**config.mk**
```make
export PLATFORM = sky130hd
export DESIGN_NAME = wake_evt_status
export DESIGN_NICKNAME = d
export VERILOG_FILES = /design/src/rtl/wake_evt_pkg.sv /design/src/rtl/wake_evt_qual.sv /design/src/rtl/wake_pwr_req_gate.sv /design/src/rtl/wake_evt_sticky.sv /design/src/rtl/wake_evt_status.sv
export SDC_FILE = /design/constraint.sdc
export NUM_CORES = 1
export LEC_CHECK = 0
export ABC_AREA = 1
export CAP_MARGIN = 5
export CELL_PAD_IN_SITES_DETAIL_PLACEMENT = 1
export CELL_PAD_IN_SITES_GLOBAL_PLACEMENT = 1
export CORE_ASPECT_RATIO = 1.4
export CORE_MARGIN = 2
export CORE_UTILIZATION = 15
export DETAILED_ROUTE_END_ITERATION = 12
export PLACE_DENSITY = 0.83
export SLEW_MARGIN = 20
export SYNTH_ARGS = -nofsm -noshare
export SYNTH_HDL_FRONTEND = slang
export SYNTH_SLANG_ARGS = --single-unit
```
**constraint.sdc**
```tcl
create_clock -name clk -period 0.9 [get_ports clk]
set_input_delay 0.18 -clock clk [delete_from_list [all_inputs] [get_ports clk]]
set_output_delay 0.18 -clock clk [all_outputs]
set_load 0.02 [all_outputs]
```
**src/rtl/wake_evt_pkg.sv**
```systemverilog
// Package: bit positions of the wake event flags and of the control byte.
// Assumes an 8-bit status byte; the positions are decoded by software.
package wake_evt_pkg;
    localparam int STAT_W   = 8;
    localparam int B_SWOFF  = 7;
    localparam int B_SWON   = 6;
    localparam int B_WDOG   = 5;
    localparam int B_MOD    = 4;
    localparam int B_MOUSE  = 3;
    localparam int B_KBD    = 2;
    localparam int B_PIN    = 1;
    localparam int B_RTC    = 0;
    // control byte request positions on the host bus
    localparam int C_OFF    = 7;
    localparam int C_ON     = 6;
    // management request positions
    localparam int M_OFF    = 1;
    localparam int M_ON     = 0;
endpackage

```
**src/rtl/wake_evt_qual.sv**
```systemverilog
// Module: combines raw interrupt and pin sources with their enables and
// module-active flags into per-flag set requests for the hardware causes.
// Assumes all inputs are synchronous to the block clock; purely combinational.
module wake_evt_qual #(
    parameter int NUM_LEGACY = 4
) (
    input  logic [NUM_LEGACY-1:0] legacy_irq,
    input  logic [NUM_LEGACY-1:0] legacy_wake_en,
    input  logic [NUM_LEGACY-1:0] legacy_active,
    input  logic                  xirq,
    input  logic                  xirq_en,
    input  logic                  xirq_pwake_en,
    input  logic                  mouse_irq,
    input  logic                  mouse_wake_en,
    input  logic                  kbd_irq,
    input  logic                  kbd_wake_en,
    input  logic                  kbc_active,
    input  logic                  kbc_pin,
    output logic                  set_mod,
    output logic                  set_mouse,
    output logic                  set_kbd,
    output logic                  set_pin
);
    logic [NUM_LEGACY-1:0] leg_hit;

    // per-peripheral triple qualification
    for (genvar i = 0; i < NUM_LEGACY; i++) begin : g_leg
        assign leg_hit[i] = legacy_irq[i] & legacy_wake_en[i] & legacy_active[i];
    end

    // merge legacy and external pin into one module flag; keyboard controller sources
    always_comb begin
        set_mod   = (|leg_hit) | (xirq & xirq_en & xirq_pwake_en);
        set_mouse = mouse_irq & mouse_wake_en & kbc_active;
        set_kbd   = kbd_irq & kbd_wake_en & kbc_active;
        set_pin   = kbc_pin & kbc_active;
    end
endmodule

```
**src/rtl/wake_pwr_req_gate.sv**
```systemverilog
// Module: turns control-byte writes from the host and management buses into
// power-down and power-up set requests. A host power-up request is refused
// while main power is off; the management bus is always accepted.
// Assumes write strobes are single-cycle or level; each high cycle is a request.
module wake_pwr_req_gate (
    input  logic host_ctl_wr,
    input  logic host_off_bit,
    input  logic host_on_bit,
    input  logic mgmt_ctl_wr,
    input  logic mgmt_off_bit,
    input  logic mgmt_on_bit,
    input  logic main_pwr_on,
    output logic set_off,
    output logic set_on
);
    logic host_on_ok;

    // power-up from the host needs main power present
    always_comb begin
        host_on_ok = host_ctl_wr & host_on_bit & main_pwr_on;
        set_on     = host_on_ok | (mgmt_ctl_wr & mgmt_on_bit);
        set_off    = (host_ctl_wr & host_off_bit) | (mgmt_ctl_wr & mgmt_off_bit);
    end
endmodule

```
**src/rtl/wake_evt_sticky.sv**
```systemverilog
// Module: a row of sticky flags with write-one-to-clear, where a set
// request outranks a clear in the same cycle.
// Assumes synchronous active-low reset to all zeros.
module wake_evt_sticky #(
    parameter int W = 8
) (
    input  logic         clk,
    input  logic         rst_n,
    input  logic [W-1:0] set_vec,
    input  logic [W-1:0] clr_vec,
    output logic [W-1:0] q
);
    for (genvar b = 0; b < W; b++) begin : g_bit
        // hold, clear on request, set takes priority
        always_ff @(posedge clk) begin
            if (!rst_n)          q[b] <= 1'b0;
            else if (set_vec[b]) q[b] <= 1'b1;
            else if (clr_vec[b]) q[b] <= 1'b0;
        end
    end
endmodule

```
**src/rtl/wake_evt_status.sv**
```systemverilog
// Module: top of the wake event status register. Qualifies every wake cause,
// latches it in a sticky flag, clears flags on host write-one-to-clear, pulses
// a clear to the mirrored alarm status, and raises wake while any flag is set.
// Assumes all inputs synchronous to clk; synchronous active-low reset.
module wake_evt_status
    import wake_evt_pkg::*;
#(
    parameter int NUM_LEGACY = 4
) (
    input  logic                  clk,
    input  logic                  rst_n,
    input  logic                  host_stat_wr,
    input  logic                  host_ctl_wr,
    input  logic [STAT_W-1:0]     host_wdata,
    input  logic                  mgmt_ctl_wr,
    input  logic [1:0]            mgmt_ctl_data,
    input  logic                  main_pwr_on,
    input  logic                  wdog_evt,
    input  logic [NUM_LEGACY-1:0] legacy_irq,
    input  logic [NUM_LEGACY-1:0] legacy_wake_en,
    input  logic [NUM_LEGACY-1:0] legacy_active,
    input  logic                  xirq,
    input  logic                  xirq_en,
    input  logic                  xirq_pwake_en,
    input  logic                  mouse_irq,
    input  logic                  mouse_wake_en,
    input  logic                  kbd_irq,
    input  logic                  kbd_wake_en,
    input  logic                  kbc_active,
    input  logic                  kbc_pin,
    input  logic                  rtc_alarm,
    output logic [STAT_W-1:0]     status,
    output logic                  rtc_mirror_clr,
    output logic                  wake
);
    logic              set_mod, set_mouse, set_kbd, set_pin;
    logic              set_off, set_on;
    logic [STAT_W-1:0] set_vec;
    logic [STAT_W-1:0] clr_vec;

    wake_evt_qual #(.NUM_LEGACY(NUM_LEGACY)) u_qual (
        .legacy_irq    (legacy_irq),
        .legacy_wake_en(legacy_wake_en),
        .legacy_active (legacy_active),
        .xirq          (xirq),
        .xirq_en       (xirq_en),
        .xirq_pwake_en (xirq_pwake_en),
        .mouse_irq     (mouse_irq),
        .mouse_wake_en (mouse_wake_en),
        .kbd_irq       (kbd_irq),
        .kbd_wake_en   (kbd_wake_en),
        .kbc_active    (kbc_active),
        .kbc_pin       (kbc_pin),
        .set_mod       (set_mod),
        .set_mouse     (set_mouse),
        .set_kbd       (set_kbd),
        .set_pin       (set_pin)
    );

    wake_pwr_req_gate u_gate (
        .host_ctl_wr (host_ctl_wr),
        .host_off_bit(host_wdata[C_OFF]),
        .host_on_bit (host_wdata[C_ON]),
        .mgmt_ctl_wr (mgmt_ctl_wr),
        .mgmt_off_bit(mgmt_ctl_data[M_OFF]),
        .mgmt_on_bit (mgmt_ctl_data[M_ON]),
        .main_pwr_on (main_pwr_on),
        .set_off     (set_off),
        .set_on      (set_on)
    );

    // assemble per-flag set and clear vectors
    always_comb begin
        set_vec          = '0;
        set_vec[B_SWOFF] = set_off;
        set_vec[B_SWON]  = set_on;
        set_vec[B_WDOG]  = wdog_evt;
        set_vec[B_MOD]   = set_mod;
        set_vec[B_MOUSE] = set_mouse;
        set_vec[B_KBD]   = set_kbd;
        set_vec[B_PIN]   = set_pin;
        set_vec[B_RTC]   = rtc_alarm;
        clr_vec          = host_stat_wr ? host_wdata : '0;
    end

    wake_evt_sticky #(.W(STAT_W)) u_flags (
        .clk    (clk),
        .rst_n  (rst_n),
        .set_vec(set_vec),
        .clr_vec(clr_vec),
        .q      (status)
    );

    // one-cycle clear pulse toward the mirrored alarm status
    always_ff @(posedge clk) begin
        if (!rst_n) rtc_mirror_clr <= 1'b0;
        else        rtc_mirror_clr <= clr_vec[B_RTC];
    end

    // wake request while anything is pending
    always_comb wake = |status;
endmodule

```
==> metrics.yaml <==
status: "complete, but fails checks"
failed_checks: "setup timing"
syn_area_sq_um: 404
grt_pass1_vias: 744
hold_path_class: "in -> reg"
syn_area_per_cell_sq_um: 7.09
grt_pass1_wl_mm: 2.95
fp.dieW_um: 47.9
io_pins: 49
core_sq_mm: 0.00259
rows: 22
worstPathMaxFanout: 2
grt_usage_pct: 13.6
ys.flop_type: "dfxtp_1"
ys_seq_elements: 9
vdd_ir_drop_max_mv: 0.465
cts_tree: "built"
start_util_pct: 15.6
min_period_over_period_pct: 145
final-setup-viol-count: 9
fmax_ghz: 0.764
synth_top_area_share_pct: 44.6
leakagePower_nw: 0.499
gp_congestion: 0.645
cts_root_buffer: "clkbuf_4"
vias: 664
required_ns: 0.72
drt_iter0_drc: 2
synth_nets: 96
maxSlewHeadroom_pct: 79.6
yosys_warnings: 0
layout.nets: 164
period_needed_ns: 1.31
rsz0062_at_grt: "true"
cts_hold_buf: 0
arrival_ns: 1.13
io_buffer_count: 48
critPathLaunchType: "register"
fin_skew_ns: 0
synth.distinct_cells: 14
synth_edf_count: 0
worstSkewPairLatency_ns: 0.27
tightest_slew_ns: 0.306
post-dp-hpwl_mm: 1.55
vias_per_cell: 4.15
syn_to_final_growth_pct: 182
diodes: 0
clk_pin_slew_ns: 0.06
drc_errors: 0
yosysSeqAreaShare_pct: 44.6
ctsHtreeMaxLevel: 1
cap_violations: 0
placed_cells: 151
stdcell_count: 160
wirelength_mm: 1.91
clock-sinks: 9
grt_max_degree: 9
die_h_um: 65.4
synth_top_area_cell: "dfxtp_1"
fin_ws_ns: -0.409
dr.pass1.iters: 4
cp-end-kind: "output pin"
synth_common_cells: "nand2_1 (20), dfxtp_1 (9), nand3_1 (8)"
antenna_left: 0
hold_violations: 0
max_stage_delay_ns: 0.32
dieArea_sq_mm: 0.00313
ys_top_cells_by_area: "dfxtp_1 (45%), nand2_1 (19%), nand3_1 (9.9%)"
overflow: 0
clockBufferDepth: 2
worst-setup-path-type: "reg -> out"
wire_per_inst_um: 11.9
crit_path_cell_trace: "nor4_2 > nand2_1 > buf_6"
synthCells: 57
synth_most_common_cell: "nand2_1"
slew_violations: 0
drive_gt1_share_pct: 37.9
async_reset_ff_share_pct: 0
cts_buffers: 3
crit_slowest_cell: "dfxtp_2"
powerDensity_mw_per_mm2: 1080
dp_slack_ns: -0.540
fin_util_pct: 44.1
antenna_found_initial: 0
## path summary, 6_finish.rpt
check	start	end	slack [ns]	cells after the start
min	host_stat_wr	u_flags.q[2]$_SDFFE_PN0P_	0.49	5
max reg2reg	u_flags.q[2]$_SDFFE_PN0P_	u_flags.q[2]$_SDFFE_PN0P_	0.02	5
max	u_flags.q[6]$_SDFFE_PN0P_	wake	-0.41	3
min reg2reg	u_flags.q[3]$_SDFFE_PN0P_	u_flags.q[3]$_SDFFE_PN0P_	0.59	3
## critical path: cells and delay by family, from the launching register on
| family | cells | cell delay, ns |
|---|---|---|
| buf+inv | 1 | 0.15 |
| flops | 1 | 0.32 |
| simple gates | 2 | 0.39 |
## where the power goes
group | internal [mW] | switching (mW) | total [mW]
clock network | 0.171 | 0.144 | 0.314
logic | 0.305 | 0.162 | 0.468
registers | 0.432 | 0.0221 | 0.454
total | 0.908 | 0.328 | 1.24
## area by class of cell
type	instances	area, sq um
tap	36	45.0
inverter	3	11.3
timing repair buffer	64	642
fill	329	1450
multi-input combinational	44	225
clock buffer	4	26.3
sequential	9	191
## through the flow
| step | hold slack, ns | instance area (sq um) | setup TNS [ns] | power (mW) |
|---|---|---|---|---|
| final | 0.491 | 1140 | -1.49 | 1.24 |
| after global routing | 0.516 | 1140 | -1.75 | 1.30 |
| after CTS | 0.480 | 1090 | -1.48 | 1.23 |
| after detailed placement | 0.598 | 1010 | -5.37 | 0.863 |
| after global placement | 0.573 | 1010 | -5.21 | 0.850 |
| after floorplan | 0.284 | 409 | -0.0583 | 0.567 |
## registers in the layout, summed over array words and instances, names as in the netlist
| name | cells |
|---|---|
| rtc_mirror_clr | 1 |
| u_flags.q | 8 |
## routing by layer
| metal | vias to the layer above | track usage [%] | wire, um |
|---|---|---|---|
| li1 | 323 | - | - |
| met1 | 295 | 11.1 | 653 |
| met2 | 43 | 26.7 | 1060 |
| met3 | 3 | 3.30 | 153 |
| met4 | 0 | 7.09 | 42 |
| met5 | - | 0 | 0 |
## placed cells by master (no fill, tap or decap)
| cell | n |
|---|---|
| nor4_2 | 2 |
| buf_6 | 18 |
| nand2_1 | 17 |
| dlygate4sd2_1 | 1 |
| nor2_1 | 4 |
| a21oi_1 | 4 |
| inv_1 | 2 |
| inv_2 | 1 |
| o21ai_1 | 1 |
| a21boi_1 | 1 |
| a21oi_2 | 2 |
| dfxtp_2 | 9 |
| a31oi_1 | 1 |
| nand2_2 | 4 |
| nand3_1 | 8 |
| clkbuf_1 | 1 |
| clkdlybuf4s50_1 | 37 |
| buf_4 | 8 |
| clkbuf_4 | 3 |
## cells by family after synthesis
kind of cell | after synthesis | share of synthesized area (%)
AO/OA/AOI/OAI | 9 | 13.0
buffers and inverters | 4 | 5.57
flip-flops | 9 | 44.6
AND/OR/NAND/NOR | 35 | 36.8
## timing repair
item | in CTS | in global routing
endpoints found under the setup margin | 13 | 11
gates resized for setup | 74 | 9
pin swaps | 3 | 3
setup buffers | 1 | 7
Note: power is estimated with default switching activity, not from simulation.
